[src/rtl/cam_pack_pkg.sv]
package cam_pack_pkg;

   // Byte window codes on cfg_lane
   typedef enum logic [1:0] {
      LANE_SH0  = 2'd0,
      LANE_SH2  = 2'd1,
      LANE_SH4  = 2'd2,
      LANE_RSVD = 2'd3
   } lane_sel_e;

   // Control signals after polarity correction
   typedef struct packed {
      logic vs;
      logic hs;
      logic fld;
      logic wen_ok;
   } sync_t;

   function automatic int unsigned lane_shift(input logic [1:0] sel);
      case (lane_sel_e'(sel))
         LANE_SH2: return 2;
         LANE_SH4: return 4;
         default:  return 0;
      endcase
   endfunction

endpackage

[src/rtl/cam_in_stage.sv]
module cam_in_stage
   import cam_pack_pkg::*;
#(
   parameter int IN_W   = 12,
   parameter int BYTE_W = 8
) (
   input  logic              clk,
   input  logic              rst,
   input  logic              cam_vsync,
   input  logic              cam_hsync,
   input  logic              cam_field,
   input  logic              cam_wen,
   input  logic [IN_W-1:0]   cam_data,
   input  logic              cfg_vs_low,
   input  logic              cfg_hs_low,
   input  logic              cfg_fld_inv,
   input  logic              cfg_wen_use,
   input  logic [1:0]        cfg_lane,
   output sync_t             st_d,
   output sync_t             st_q,
   output logic [BYTE_W-1:0] byte_q
);

   localparam int MAX_SHIFT = 4;

   if (IN_W < BYTE_W + MAX_SHIFT) begin : g_width_check
      $error("cam_in_stage: IN_W must cover BYTE_W plus the widest lane shift");
   end

   logic [BYTE_W-1:0] byte_d;

   always_comb begin
      st_d.vs     = cam_vsync ^ cfg_vs_low;
      st_d.hs     = cam_hsync ^ cfg_hs_low;
      st_d.fld    = cam_field ^ cfg_fld_inv;
      st_d.wen_ok = ~cfg_wen_use | cam_wen;
   end

   always_comb begin
      case (lane_shift(cfg_lane))
         2:       byte_d = cam_data[BYTE_W+1:2];
         4:       byte_d = cam_data[BYTE_W+3:4];
         default: byte_d = cam_data[BYTE_W-1:0];
      endcase
   end

   always_ff @(posedge clk) begin
      if (rst) begin
         st_q   <= '0;
         byte_q <= '0;
      end else begin
         st_q   <= st_d;
         byte_q <= byte_d;
      end
   end

endmodule

[src/rtl/cam_word_packer.sv]
module cam_word_packer
   import cam_pack_pkg::*;
#(
   parameter int BYTE_W = 8
) (
   input  logic                clk,
   input  logic                rst,
   input  sync_t               st_q,
   input  logic [BYTE_W-1:0]   byte_q,
   input  logic                hs_next,
   output logic                out_valid,
   output logic [2*BYTE_W-1:0] out_word,
   output logic                out_field,
   output logic                out_sof,
   output logic                out_eol
);

   logic              half_q;
   logic [BYTE_W-1:0] low_q;
   logic              vs_prev_q;
   logic              fld_frame_q;
   logic              sof_pend_q;

   logic accept, in_window, vs_rise, field_now, sof_now, word_done;

   always_comb begin
      in_window = st_q.vs & st_q.hs;
      accept    = in_window & st_q.wen_ok;
      vs_rise   = st_q.vs & ~vs_prev_q;
      field_now = vs_rise ? st_q.fld : fld_frame_q;
      sof_now   = vs_rise | sof_pend_q;
      word_done = accept & half_q;
   end

   always_ff @(posedge clk) begin
      if (rst) begin
         half_q      <= 1'b0;
         low_q       <= '0;
         vs_prev_q   <= 1'b0;
         fld_frame_q <= 1'b0;
         sof_pend_q  <= 1'b0;
         out_valid   <= 1'b0;
         out_word    <= '0;
         out_field   <= 1'b0;
         out_sof     <= 1'b0;
         out_eol     <= 1'b0;
      end else begin
         vs_prev_q <= st_q.vs;
         out_valid <= 1'b0;
         out_sof   <= 1'b0;
         out_eol   <= 1'b0;
         if (vs_rise) begin
            fld_frame_q <= st_q.fld;
         end
         if (word_done) begin
            sof_pend_q <= 1'b0;
         end else if (vs_rise) begin
            sof_pend_q <= 1'b1;
         end
         if (!in_window) begin
            half_q <= 1'b0;
         end else if (accept) begin
            if (!half_q) begin
               low_q  <= byte_q;
               half_q <= 1'b1;
            end else begin
               half_q    <= 1'b0;
               out_valid <= 1'b1;
               out_word  <= {byte_q, low_q};
               out_field <= field_now;
               out_sof   <= sof_now;
               out_eol   <= ~hs_next;
            end
         end
      end
   end

endmodule

[src/rtl/cam_pack_capture.sv]
module cam_pack_capture
   import cam_pack_pkg::*;
#(
   parameter int IN_W      = 12,
   parameter int BYTE_W    = 8,
   parameter bit PCLK_FALL = 1'b0
) (
   input  logic                clk,
   input  logic                rst,
   input  logic                cam_vsync,
   input  logic                cam_hsync,
   input  logic                cam_field,
   input  logic                cam_wen,
   input  logic [IN_W-1:0]     cam_data,
   input  logic                cfg_vs_low,
   input  logic                cfg_hs_low,
   input  logic                cfg_fld_inv,
   input  logic                cfg_wen_use,
   input  logic [1:0]          cfg_lane,
   output logic                out_valid,
   output logic [2*BYTE_W-1:0] out_word,
   output logic                out_field,
   output logic                out_sof,
   output logic                out_eol
);

   localparam int WORD_W = 2 * BYTE_W;

   if (BYTE_W < 1) begin : g_byte_check
      $error("cam_pack_capture: BYTE_W must be positive");
   end

   logic core_clk;

   if (PCLK_FALL) begin : g_clk_fall
      assign core_clk = ~clk;
   end else begin : g_clk_rise
      assign core_clk = clk;
   end

   sync_t             st_d, st_q;
   logic [BYTE_W-1:0] byte_q;
   logic [WORD_W-1:0] word_w;

   cam_in_stage #(.IN_W(IN_W), .BYTE_W(BYTE_W)) u_in (
      .clk         (core_clk),
      .rst         (rst),
      .cam_vsync   (cam_vsync),
      .cam_hsync   (cam_hsync),
      .cam_field   (cam_field),
      .cam_wen     (cam_wen),
      .cam_data    (cam_data),
      .cfg_vs_low  (cfg_vs_low),
      .cfg_hs_low  (cfg_hs_low),
      .cfg_fld_inv (cfg_fld_inv),
      .cfg_wen_use (cfg_wen_use),
      .cfg_lane    (cfg_lane),
      .st_d        (st_d),
      .st_q        (st_q),
      .byte_q      (byte_q)
   );

   cam_word_packer #(.BYTE_W(BYTE_W)) u_pack (
      .clk       (core_clk),
      .rst       (rst),
      .st_q      (st_q),
      .byte_q    (byte_q),
      .hs_next   (st_d.hs),
      .out_valid (out_valid),
      .out_word  (word_w),
      .out_field (out_field),
      .out_sof   (out_sof),
      .out_eol   (out_eol)
   );

   assign out_word = word_w;

endmodule

[config.mk]
export PLATFORM = sky130hd
export DESIGN_NAME = cam_pack_capture
export DESIGN_NICKNAME = d
export VERILOG_FILES = /design/src/rtl/cam_pack_pkg.sv /design/src/rtl/cam_in_stage.sv /design/src/rtl/cam_word_packer.sv /design/src/rtl/cam_pack_capture.sv
export SDC_FILE = /design/constraint.sdc
export NUM_CORES = 1
export LEC_CHECK = 0
export ABC_AREA = 1
export CORE_MARGIN = 5
export CORE_UTILIZATION = 48
export CTS_CLUSTER_DIAMETER = 120
export DETAILED_ROUTE_END_ITERATION = 6
export PLACE_DENSITY = 0.8
export SYNTH_ARGS = -nofsm -noshare
export SYNTH_HDL_FRONTEND = slang
export SYNTH_HIERARCHICAL = 1
export SYNTH_SLANG_ARGS = --single-unit
export TNS_END_PERCENT = 50
[constraint.sdc]
create_clock -name clk -period 1.35 [get_ports clk]
set_input_delay 0.135 -clock clk [delete_from_list [all_inputs] [get_ports clk]]
set_output_delay 0.135 -clock clk [all_outputs]
set_load 0.01 [all_outputs]
# Yosys cells after proc, flatten, opt, wreduce, memory -nomap -nowiden
# Index checks and enable logic that the tools add are counted.
[totals]
output_inout_bits = 20
input_bits = 24
regBits = 44
[classes]
n_reduce_logical = 6
n_mux = 5
bitwise_logic = 15
eq_ne = 4
[ops]
columns = ["cell", "count"]
rows = [
  ["$pmux 8 s2", 1],
  ["$not 1->1", 6],
  ["$pmux 3 s2", 1],
  ["$reduce_and 3->1", 2],
  ["$and 1x1->1", 4],
  ["$reduce_or 2->1", 2],
  ["$reduce_or 4->1", 1],
  ["$eq 3x2->1 const B", 1],
  ["$eq 3x3->1 const B", 1],
  ["$mux 1", 3],
  ["$reduce_or 3->1", 1],
  ["$xor 1x1->1", 3],
  ["$eq 2x1->1 const B", 1],
  ["$eq 2x2->1 const B", 1],
  ["$or 1x1->1", 2],
]

# Logic depth before layout (Yosys ltp)
# Gate-level depths: netlist of run 1.
[depth]
depth_word = 4
ltp_mapped = 7
mapped_depth_nobuf = 6

# By module
# The synthesis of run 1 kept the hierarchy.
[modules_own_cells]
columns = ["mod", "cells_each", "area_each_um2", "instances", "seq_area_each_um2"]
rows = [
  ["cam_word_packer", 153, 1158.6, 1, 640.6],
  ["cam_in_stage", 98, 633.1, 1, 240.2],
]

# Worst setup path after synthesis of run 1
# No wires, ideal clock.
[synth_timing]
path_type = "flip-flop to flip-flop"
startpoint = "register u_in/st_q[3] (netlist name)"
endpoint = "register u_pack.low_q[2]"
path_buffers = 1
setup_slack_ps = 321
t_arrival_ps = 916
synth_period_minus_slack_ps = 1029
t_required_ps = 1237
path_stages_with_launch = 7
cell_sequence = "dfxtp_1 > nand3_2 > nor2_4 > buf_6 > nand2_1 > nand2_1 > nor2_1"
[synth_via]
elab_chain_len = 3
[synth_lines]
columns = ["item", "line", "source"]
rows = [
  ["$and 1x1->1 *", "cam_word_packer.sv:27", "in_window = st_q.vs & st_q.hs;"],
  ["$and 1x1->1", "cam_word_packer.sv:28", "accept = in_window & st_q.wen_ok;"],
  ["$reduce_and 3->1 (no line) *", "-", ""],
  ["to (signal assigned)", "cam_word_packer.sv:64", "low_q <= byte_q;"],
  ["to (decl)", "cam_word_packer.sv:19", "logic [BYTE_W-1:0] low_q;"],
]
# Every way passes the cells marked *; elsewhere a longest branch is shown, timed or not.
# A chain may end at the register's enable or synchronous reset.

# Worst setup path in the final report of run 1
[layout_timing]
startpoint = "register u_pack.out_word[14]"
endpoint = "output out_word[14]"
[layout_rtl]
columns = ["item", "line", "source"]
rows = [
  ["from (decl)", "cam_word_packer.sv:12", "output logic [2*BYTE_W-1:0] out_word,"],
  ["from (signal assigned)", "cam_word_packer.sv:69", "out_word <= {byte_q, low_q};"],
  ["to (decl)", "cam_pack_capture.sv:21", "output logic [2*BYTE_W-1:0] out_word,"],
]
# No word-level cell between the ends.

==> impl_metrics.env, run 1 <==
export IMPL_run_status="finished, final reports clean"
export IMPL_fp_dieW_um=70.9
export IMPL_fill_cells=353
export IMPL_rsz0062_at_grt="false"
export IMPL_cts_max_level=2
export IMPL_syn_avg_cell_area_um2=7.18
export IMPL_finalCritPeriodShare=0.968
export IMPL_routabilityCongestion=0.863
export IMPL_slew_violations=0
export IMPL_pwr_density_cell_nw_per_um2=1040
export IMPL_synth_cells=248
export IMPL_core_area_um2=3630
export IMPL_min_period_ns=1.31
export IMPL_pin_count=44
export IMPL_vias=1484
export IMPL_die_area_um2=5030
export IMPL_drc=0
export IMPL_cts_buffer_depth=2
export IMPL_antenna_found_initial=0
export IMPL_syn_nets=274
export IMPL_yosys_warnings=6
export IMPL_required_ns=1.22
export IMPL_final_nets=320
export IMPL_viasPerCell=4.33
export IMPL_critPathSlowestCell="clkdlybuf4s50_1"
export IMPL_final_util=0.637
export IMPL_grt_max_degree=18
export IMPL_wl_um=3140
export IMPL_grt_pass1_vias=1325
export IMPL_worst_pin_slew_ns=0.398
export IMPL_dr_pass1_iters=4
export IMPL_fin_worst_skew_ns=0.00452
export IMPL_crit_chain="clkdlybuf4s50_1"
export IMPL_clkLatencyLatePin_ns=0.29
export IMPL_worstSetupPathType="reg -> out"
export IMPL_grt_usage=0.131
export IMPL_post_cts_setup_buffers=0
export IMPL_dp_hpwl_um=2330
export IMPL_synthesis_area_um2=1780
export IMPL_crit_arrival_ns=1.17
export IMPL_p_leak_nw=1.13
export IMPL_grt_pass1_wl_um=5420
export IMPL_first_iter_violations=111
export IMPL_cts_hold_buffers=0
export IMPL_port_buffers=43
export IMPL_whs_ns=0.392
export IMPL_start_util=0.490
export IMPL_cts_buffers_inserted=5
export IMPL_post_drt_wl_per_cell_um=9.15
export IMPL_drv_cap=0
export IMPL_area_growth_syn_to_layout_pct=30.1
export IMPL_clk_pin_slew_ns=0.08
export IMPL_path_delay_family="buffers and inverters"
export IMPL_ir_worst_vdd_mv=0.472
export IMPL_cp_slowest_stage_delay_ns=0.54
export IMPL_slew_limit_headroom=0.734
export IMPL_path_max_fanout=2
export IMPL_crit_buf_inv=1
export IMPL_worstSetupEndpointType="primary output"
export IMPL_setup_violations=0
export IMPL_grt_overflow_total=0
export IMPL_fp_row_count=22
export IMPL_finalHoldViolCount=0
export IMPL_cts_num_sinks=44
export IMPL_ant_nets=0
export IMPL_cts_tree="built"
export IMPL_n_antenna_cell=0
export IMPL_crit_path_start_kind="flop"
export IMPL_hp_class="in -> reg"
export IMPL_die_y_um=70.9
export IMPL_cts_root_buffer="clkbuf_8"
export IMPL_fmaxAchievable_ghz=0.765
export IMPL_drive_gt1_frac=0.0847
==> flip-flops by register name, summed over array words and instances, names as in the netlist <==
signal	count
u_in/byte_q	8
u_in/st_q	4
u_pack/fld_frame_q	1
u_pack/half_q	1
u_pack/low_q	8
u_pack/out_eol	1
u_pack/out_field	1
u_pack/out_sof	1
u_pack/out_valid	1
u_pack/out_word	16
u_pack/sof_pend_q	1
u_pack/vs_prev_q	1
==> stage by stage <==
step                cell area [um2]  power, W  cells  setup TNS [ns]  setup slack [ns]
floorplan                      1780   0.00153    248               0             0.321
global placement               2220   0.00162    335          -0.993            -0.127
detailed placement             2220   0.00163    335           -1.28            -0.172
CTS                            2310   0.00244    343               0            0.0333
global route                   2320   0.00251    343               0           0.00270
finish                         2320   0.00241    343               0            0.0427
==> where the power goes <==
group          total [W]  internal (W)  switching (W)
Clock           0.000814      0.000408       0.000406
Combinational   0.000241      0.000118       0.000123
Sequential       0.00136       0.00134      0.0000219
==> metal layers <==
layer  GRT usage  vias to the layer above  wire length (um)
li1            -                      822                 -
met5           0                        -                 0
met3      0.0313                        2               186
met2       0.218                       37              1460
met4      0.0689                        0                41
met1       0.155                      623              1450
==> what timing repair did <==
item | 4_1_cts | 5_1_grt
hold endpoints to repair | 0 | 0
resized for setup | 0 | 1
endpoints found under the setup margin | 0 | 1
==> worst paths after layout <==
check / from / end / slack [ns] / depth (start not counted)
worst min register to register: u_pack/out_word[12]$_SDFFE_PP0P_ / u_pack/out_word[12]$_SDFFE_PP0P_ / 0.45 / 2
worst max-delay path: u_pack/out_word[14]$_SDFFE_PP0P_ / out_word[14] / 0.04 / 1
worst max register to register: u_in/st_q[3]$_SDFF_PP0_ / u_pack/out_word[3]$_SDFFE_PP0P_ / 0.14 / 4
worst min-delay path: cam_wen / u_in/st_q[0]$_SDFF_PP0_ / 0.39 / 3
==> worst register-to-register path, stage by stage, from the launching register on <==
cell and delay [ns]:
dfxtp_1 0.42, nand4_2 0.18, nor2_4 0.36, nand2_1 0.11, nand2_1 0.08
==> cells in the final DEF (no fill, tap or decap), drive strengths merged <==
master / instances
o21ai: 8
clkbuf: 6
nand4: 1
buf: 3
a21oi: 7
nor2: 39
ha: 2
dfxtp: 44
inv: 35
nand3: 4
clkdlybuf4s50: 42
clkinv: 3
dlymetal6s2s: 1
nand2: 100
==> final cells by class <==
type	count	area, um2	area share
timing repair buffer	46	455	0.197
multi-input combinational	161	689	0.298
inverter	36	138	0.0594
clock buffer	6	82.6	0.0357
sequential	44	881	0.380
clock inverter	2	10.0	0.00432
tap	48	60.1	0.0259
Power figures use the tool's default switching activity.
==> run 2: changes to the inputs <==
- clock period: 1.35 -> 1.5 ns (I/O delays scaled with it)
==> run 2 against run 1 <==
Net effect: combinational power shrank 12%; sequential power shrank 10%; routed wire length decreased by 3.7%.
==> impl_metrics.env, run 2 (synthesis results as in run 1) <==
export IMPL_path_max_fanout=2
export IMPL_viasPerCell=4.33
export IMPL_cts_buffers_inserted=5
export IMPL_cp_slowest_stage_delay_ns=0.55
export IMPL_drc=0
export IMPL_drive_gt1_frac=0.0748
export IMPL_n_antenna_cell=0
export IMPL_first_iter_violations=100
export IMPL_power_clock_fraction=0.333
export IMPL_power_share_sequential=0.568
export IMPL_start_util=0.490
export IMPL_fin_worst_skew_ns=0.00547
export IMPL_grt_usage=0.128
export IMPL_required_ns=1.35
export IMPL_post_drt_wl_per_cell_um=8.83
export IMPL_rsz0062_at_grt="false"
export IMPL_grt_overflow_total=0
export IMPL_crit_chain="clkdlybuf4s50_1"
export IMPL_min_period_ns=1.33
export IMPL_worst_pin_slew_ns=0.366
export IMPL_routabilityCongestion=0.843
export IMPL_cts_tree="built"
export IMPL_cts_max_level=2
export IMPL_final_nets=319
export IMPL_post_cts_setup_buffers=0
export IMPL_final_cell_mix="97 x nand2_1, 44 x dfxtp_1, 43 x clkdlybuf4s50_1, 34 x nor2_1, 31 x inv_1"
export IMPL_cts_root_buffer="clkbuf_8"
export IMPL_ant_nets=0
export IMPL_die_area_um2=5030
export IMPL_die_y_um=70.9
export IMPL_crit_path_start_kind="flop"
export IMPL_finalCritPeriodShare=0.886
export IMPL_slew_limit_headroom=0.756
export IMPL_vias=1480
export IMPL_fp_row_count=22
export IMPL_crit_buf_inv=1
export IMPL_cts_num_sinks=44
export IMPL_pwr_density_cell_nw_per_um2=935
export IMPL_p_leak_nw=1.10
export IMPL_worstSetupPathType="reg -> out"
export IMPL_clkLatencyLatePin_ns=0.29
export IMPL_dp_slack_ns=-0.0176
export IMPL_cts_hold_buffers=0
export IMPL_grt_pass1_wl_um=5200
export IMPL_fmaxAchievable_ghz=0.753
export IMPL_swShare=0.219
export IMPL_worstSetupEndpointType="primary output"
export IMPL_placed_area_um2=2210
export IMPL_fill_cells=338
export IMPL_finalPower_w=0.00215
export IMPL_finalHoldViolCount=0
export IMPL_p_int_w=0.00168
export IMPL_cts_resized=0
export IMPL_dp_hpwl_um=2350
export IMPL_fp_dieW_um=70.9
export IMPL_clk_pin_slew_ns=0.07
export IMPL_ir_worst_vdd_mv=0.371
export IMPL_cts_buffer_depth=2
export IMPL_grt_pass1_vias=1307
export IMPL_largest_reg_flops=16
export IMPL_critPathSlowestCell="clkdlybuf4s50_1"
export IMPL_final_util=0.634
export IMPL_area_growth_syn_to_layout_pct=29.4
export IMPL_crit_arrival_ns=1.18
export IMPL_largestRegisters="u_pack/out_word x16, u_in/byte_q x8, u_pack/low_q x8"
export IMPL_setup_ws_ns=0.172
export IMPL_slew_violations=0
export IMPL_pin_count=44
export IMPL_core_area_um2=3630
export IMPL_p_switching_w=0.000471
export IMPL_hp_class="in -> reg"
export IMPL_comb_power_share=0.098
export IMPL_wl_um=3020
export IMPL_path_delay_family="buffers and inverters"
export IMPL_run_status="finished, final reports clean"
export IMPL_final_common_cell="nand2_1"
export IMPL_antenna_found_initial=0
export IMPL_grt_max_degree=18
export IMPL_port_buffers=43
export IMPL_final_cell_area_um2=2300
export IMPL_drv_cap=0
export IMPL_dr_pass1_iters=4
export IMPL_largest_register="u_pack/out_word"
export IMPL_setup_violations=0
run 2: final timing paths:
check	from	endpoint	slack, ns	depth (start not counted)
worst max register to register	u_in/st_q[3]$_SDFF_PP0_	u_pack/out_word[10]$_SDFFE_PP0P_	0.33	4
worst max-delay path	u_pack/out_word[10]$_SDFFE_PP0P_	out_word[10]	0.17	1
worst min register to register	u_pack/out_word[8]$_SDFFE_PP0P_	u_pack/out_word[8]$_SDFFE_PP0P_	0.45	2
worst min-delay path	cam_wen	u_in/st_q[0]$_SDFF_PP0_	0.40	3
run 2: power groups by stage:
stage | sequential [W] | clock (W) | combinational (W)
3_3_place_gp | 0.00125 | 0 | 0.000208
4_1_cts | 0.00122 | 0.000742 | 0.000213
2_1_floorplan | 0.00125 | 0 | 0.000136
3_5_place_dp | 0.00125 | 0 | 0.000212
6_report | 0.00122 | 0.000718 | 0.000212
5_1_grt | 0.00123 | 0.000788 | 0.000243
run 2: layout make-up:
type                       instances  area [um2]  area share
inverter                          36         138      0.0598
timing repair buffer              45         445       0.193
tap                               48        60.1      0.0261
sequential                        44         881       0.382
multi-input combinational        161         689       0.299
clock buffer                       8        90.1      0.0391
run 2: metal layers:
layer,up-vias,share of wire,track usage
met5,-,0,0
met4,0,0.026,0.0877
met3,7,0.058,0.0270
met2,34,0.46,0.213
met1,618,0.46,0.147
li1,821,-,-
run 2: through the flow:
| stage | cells | setup TNS, ns | hold WS [ns] |
|---|---|---|---|
| 5_1_grt | 342 | 0 | 0.420 |
| 4_1_cts | 342 | 0 | 0.393 |
| 6_report | 342 | 0 | 0.397 |
| 2_1_floorplan | 248 | 0 | 0.219 |
| 3_3_place_gp | 334 | 0 | 0.429 |
| 3_5_place_dp | 334 | -0.0854 | 0.433 |
==> run 3: changes to the inputs <==
- CORE_MARGIN: 5 -> unset
==> run 3 against run 2 <==
Net effect: critical endpoint unchanged; critical path type unchanged; count of clock-buffer cells in the layout fell by 1; global-route usage rose by 4.0 points; non-clock buffer count did not move; first-iteration DRC count fell by 51%.
==> impl_metrics.env, run 3 (synthesis results as in run 1) <==
export IMPL_finalCritPeriodShare=0.881
export IMPL_area_growth_syn_to_layout_pct=29.4
export IMPL_tns_ns=0
export IMPL_hp_class="in -> reg"
export IMPL_pin_count=44
export IMPL_cts_buffer_depth=2
export IMPL_fill_cells=311
export IMPL_grt_pass1_vias=1312
export IMPL_drc=0
export IMPL_ir_worst_vdd_mv=0.477
export IMPL_wl_um=3010
export IMPL_worstSetupPathType="reg -> out"
export IMPL_grt_max_degree=18
export IMPL_final_cell_mix="97 x nand2_1, 44 x dfxtp_1, 43 x clkdlybuf4s50_1, 34 x nor2_1, 31 x inv_1"
export IMPL_reg2reg_depth=5
export IMPL_worst_pin_slew_ns=0.379
export IMPL_final_util=0.670
export IMPL_largestRegisters="u_pack/out_word x16, u_in/byte_q x8, u_pack/low_q x8"
export IMPL_final_common_cell="nand2_1"
export IMPL_antenna_found_initial=0
export IMPL_largest_register="u_pack/out_word"
export IMPL_cts_hold_buffers=0
export IMPL_dp_slack_ns=-0.0332
export IMPL_cts_buffers_inserted=5
export IMPL_grt_usage=0.168
export IMPL_post_cts_setup_buffers=0
export IMPL_fp_dieW_um=62.9
export IMPL_cts_root_buffer="clkbuf_8"
export IMPL_slew_violations=0
export IMPL_cts_tree="built"
export IMPL_largest_reg_flops=16
export IMPL_min_from="cam_wen"
export IMPL_fin_worst_skew_ns=0.00754
export IMPL_pwr_density_cell_nw_per_um2=942
export IMPL_crit_path_start_kind="flop"
export IMPL_start_util=0.517
export IMPL_crit_chain="clkdlybuf4s50_1"
export IMPL_die_area_um2=3960
export IMPL_run_status="finished, final reports clean"
export IMPL_cts_max_level=2
export IMPL_hold_depth=3
export IMPL_critPathSlowestCell="clkdlybuf4s50_1"
export IMPL_crit_buf_inv=1
export IMPL_n_antenna_cell=0
export IMPL_p_leak_nw=1.10
export IMPL_crit_arrival_ns=1.17
export IMPL_dp_hpwl_um=2210
export IMPL_r2r_end="u_pack/low_q[5]$_SDFFE_PP0P_"
export IMPL_dr_pass1_iters=5
export IMPL_min_to="u_in/st_q[0]$_SDFF_PP0_"
export IMPL_worstSetupEndpointType="primary output"
export IMPL_rsz0062_at_grt="false"
export IMPL_slew_limit_headroom=0.746
export IMPL_cts_resized=0
export IMPL_grt_pass1_wl_um=5290
export IMPL_r2r_start="u_in/st_q[3]$_SDFF_PP0_"
export IMPL_finalPower_w=0.00217
export IMPL_drv_cap=0
export IMPL_clkLatencyLatePin_ns=0.29
export IMPL_clk_pin_slew_ns=0.07
export IMPL_cp_slowest_stage_delay_ns=0.54
export IMPL_setup_ws_ns=0.178
export IMPL_viasPerCell=4.46
export IMPL_drive_gt1_frac=0.0782
export IMPL_r2r_setup_slack_ns=0.29
export IMPL_fp_row_count=21
export IMPL_required_ns=1.35
export IMPL_die_y_um=62.9
export IMPL_post_drt_wl_per_cell_um=8.85
export IMPL_ant_nets=0
export IMPL_fmaxAchievable_ghz=0.757
export IMPL_vias=1517
export IMPL_cts_num_sinks=44
export IMPL_path_delay_family="buffers and inverters"
export IMPL_setup_violations=0
export IMPL_final_nets=319
export IMPL_routabilityCongestion=0.779
export IMPL_min_period_ns=1.32
export IMPL_first_iter_violations=49
export IMPL_port_buffers=43
export IMPL_grt_overflow_total=0
export IMPL_finalHoldViolCount=0
export IMPL_core_area_um2=3440
export IMPL_path_max_fanout=2
## run 3: cell count changes in the layout (fill, tap and decap cells not counted), sizes merged
cell / previous run / this run
clkbuf: 8 / 7
clkinvlp: 0 / 1
## run 3: final cells by class
class	instances	area (um2)	area share
inverters	36	138	0.0597
multi-input cells	161	689	0.299
clock inverters	1	7.51	0.00326
flip-flops and latches	44	881	0.382
well taps	46	57.6	0.0250
clock buffers	7	86.3	0.0375
repair buffers	45	445	0.193
## run 3: through the flow
step / hold slack, ns / instances / area [um2]
2_1_floorplan: 0.219 / 248 / 1780
3_3_place_gp: 0.427 / 332 / 2210
3_5_place_dp: 0.435 / 332 / 2210
4_1_cts: 0.399 / 340 / 2300
5_1_grt: 0.412 / 340 / 2300
6_report: 0.405 / 340 / 2300
## run 3: worst min-delay path, stage by stage
cell and delay [ns]:
clkdlybuf4s50_1 0.39, inv_1 0.05, a21oi_1 0.05
## run 3: worst max-delay path by stage
stage / slack, ns / depth (start not counted) / to / from
floorplan: 0.47 / 6 / u_pack/low_q[2]$_SDFFE_PP0P_ / u_in/st_q[3]$_SDFF_PP0_
finish: 0.18 / 1 / out_word[10] / u_pack/out_word[10]$_SDFFE_PP0P_
global route: 0.13 / 1 / out_word[8] / u_pack/out_word[8]$_SDFFE_PP0P_
global placement: 0.005 / 7 / u_in/byte_q[1]$_SDFF_PP0_ / cfg_lane[0]
detailed placement: -0.03 / 7 / u_in/byte_q[4]$_SDFF_PP0_ / cfg_lane[0]
CTS: 0.16 / 1 / out_word[10] / u_pack/out_word[10]$_SDFFE_PP0P_
## run 3: layer usage
layer | track usage | up-vias | part of all wire
met2 | 0.274 | 47 | 0.46
met3 | 0.0438 | 2 | 0.040
met1 | 0.205 | 649 | 0.49
met4 | 0.0785 | 0 | 0.0090
met5 | 0 | - | 0
li1 | - | 819 | -
## run 3: where the power goes
part	internal, W	switching [W]	total [W]	leakage [nW]
clock network	0.000374	0.000359	0.000732	0.0445
registers	0.00120	0.0000207	0.00122	0.358
logic	0.000105	0.000110	0.000215	0.698
total	0.00168	0.000489	0.00217	1.10
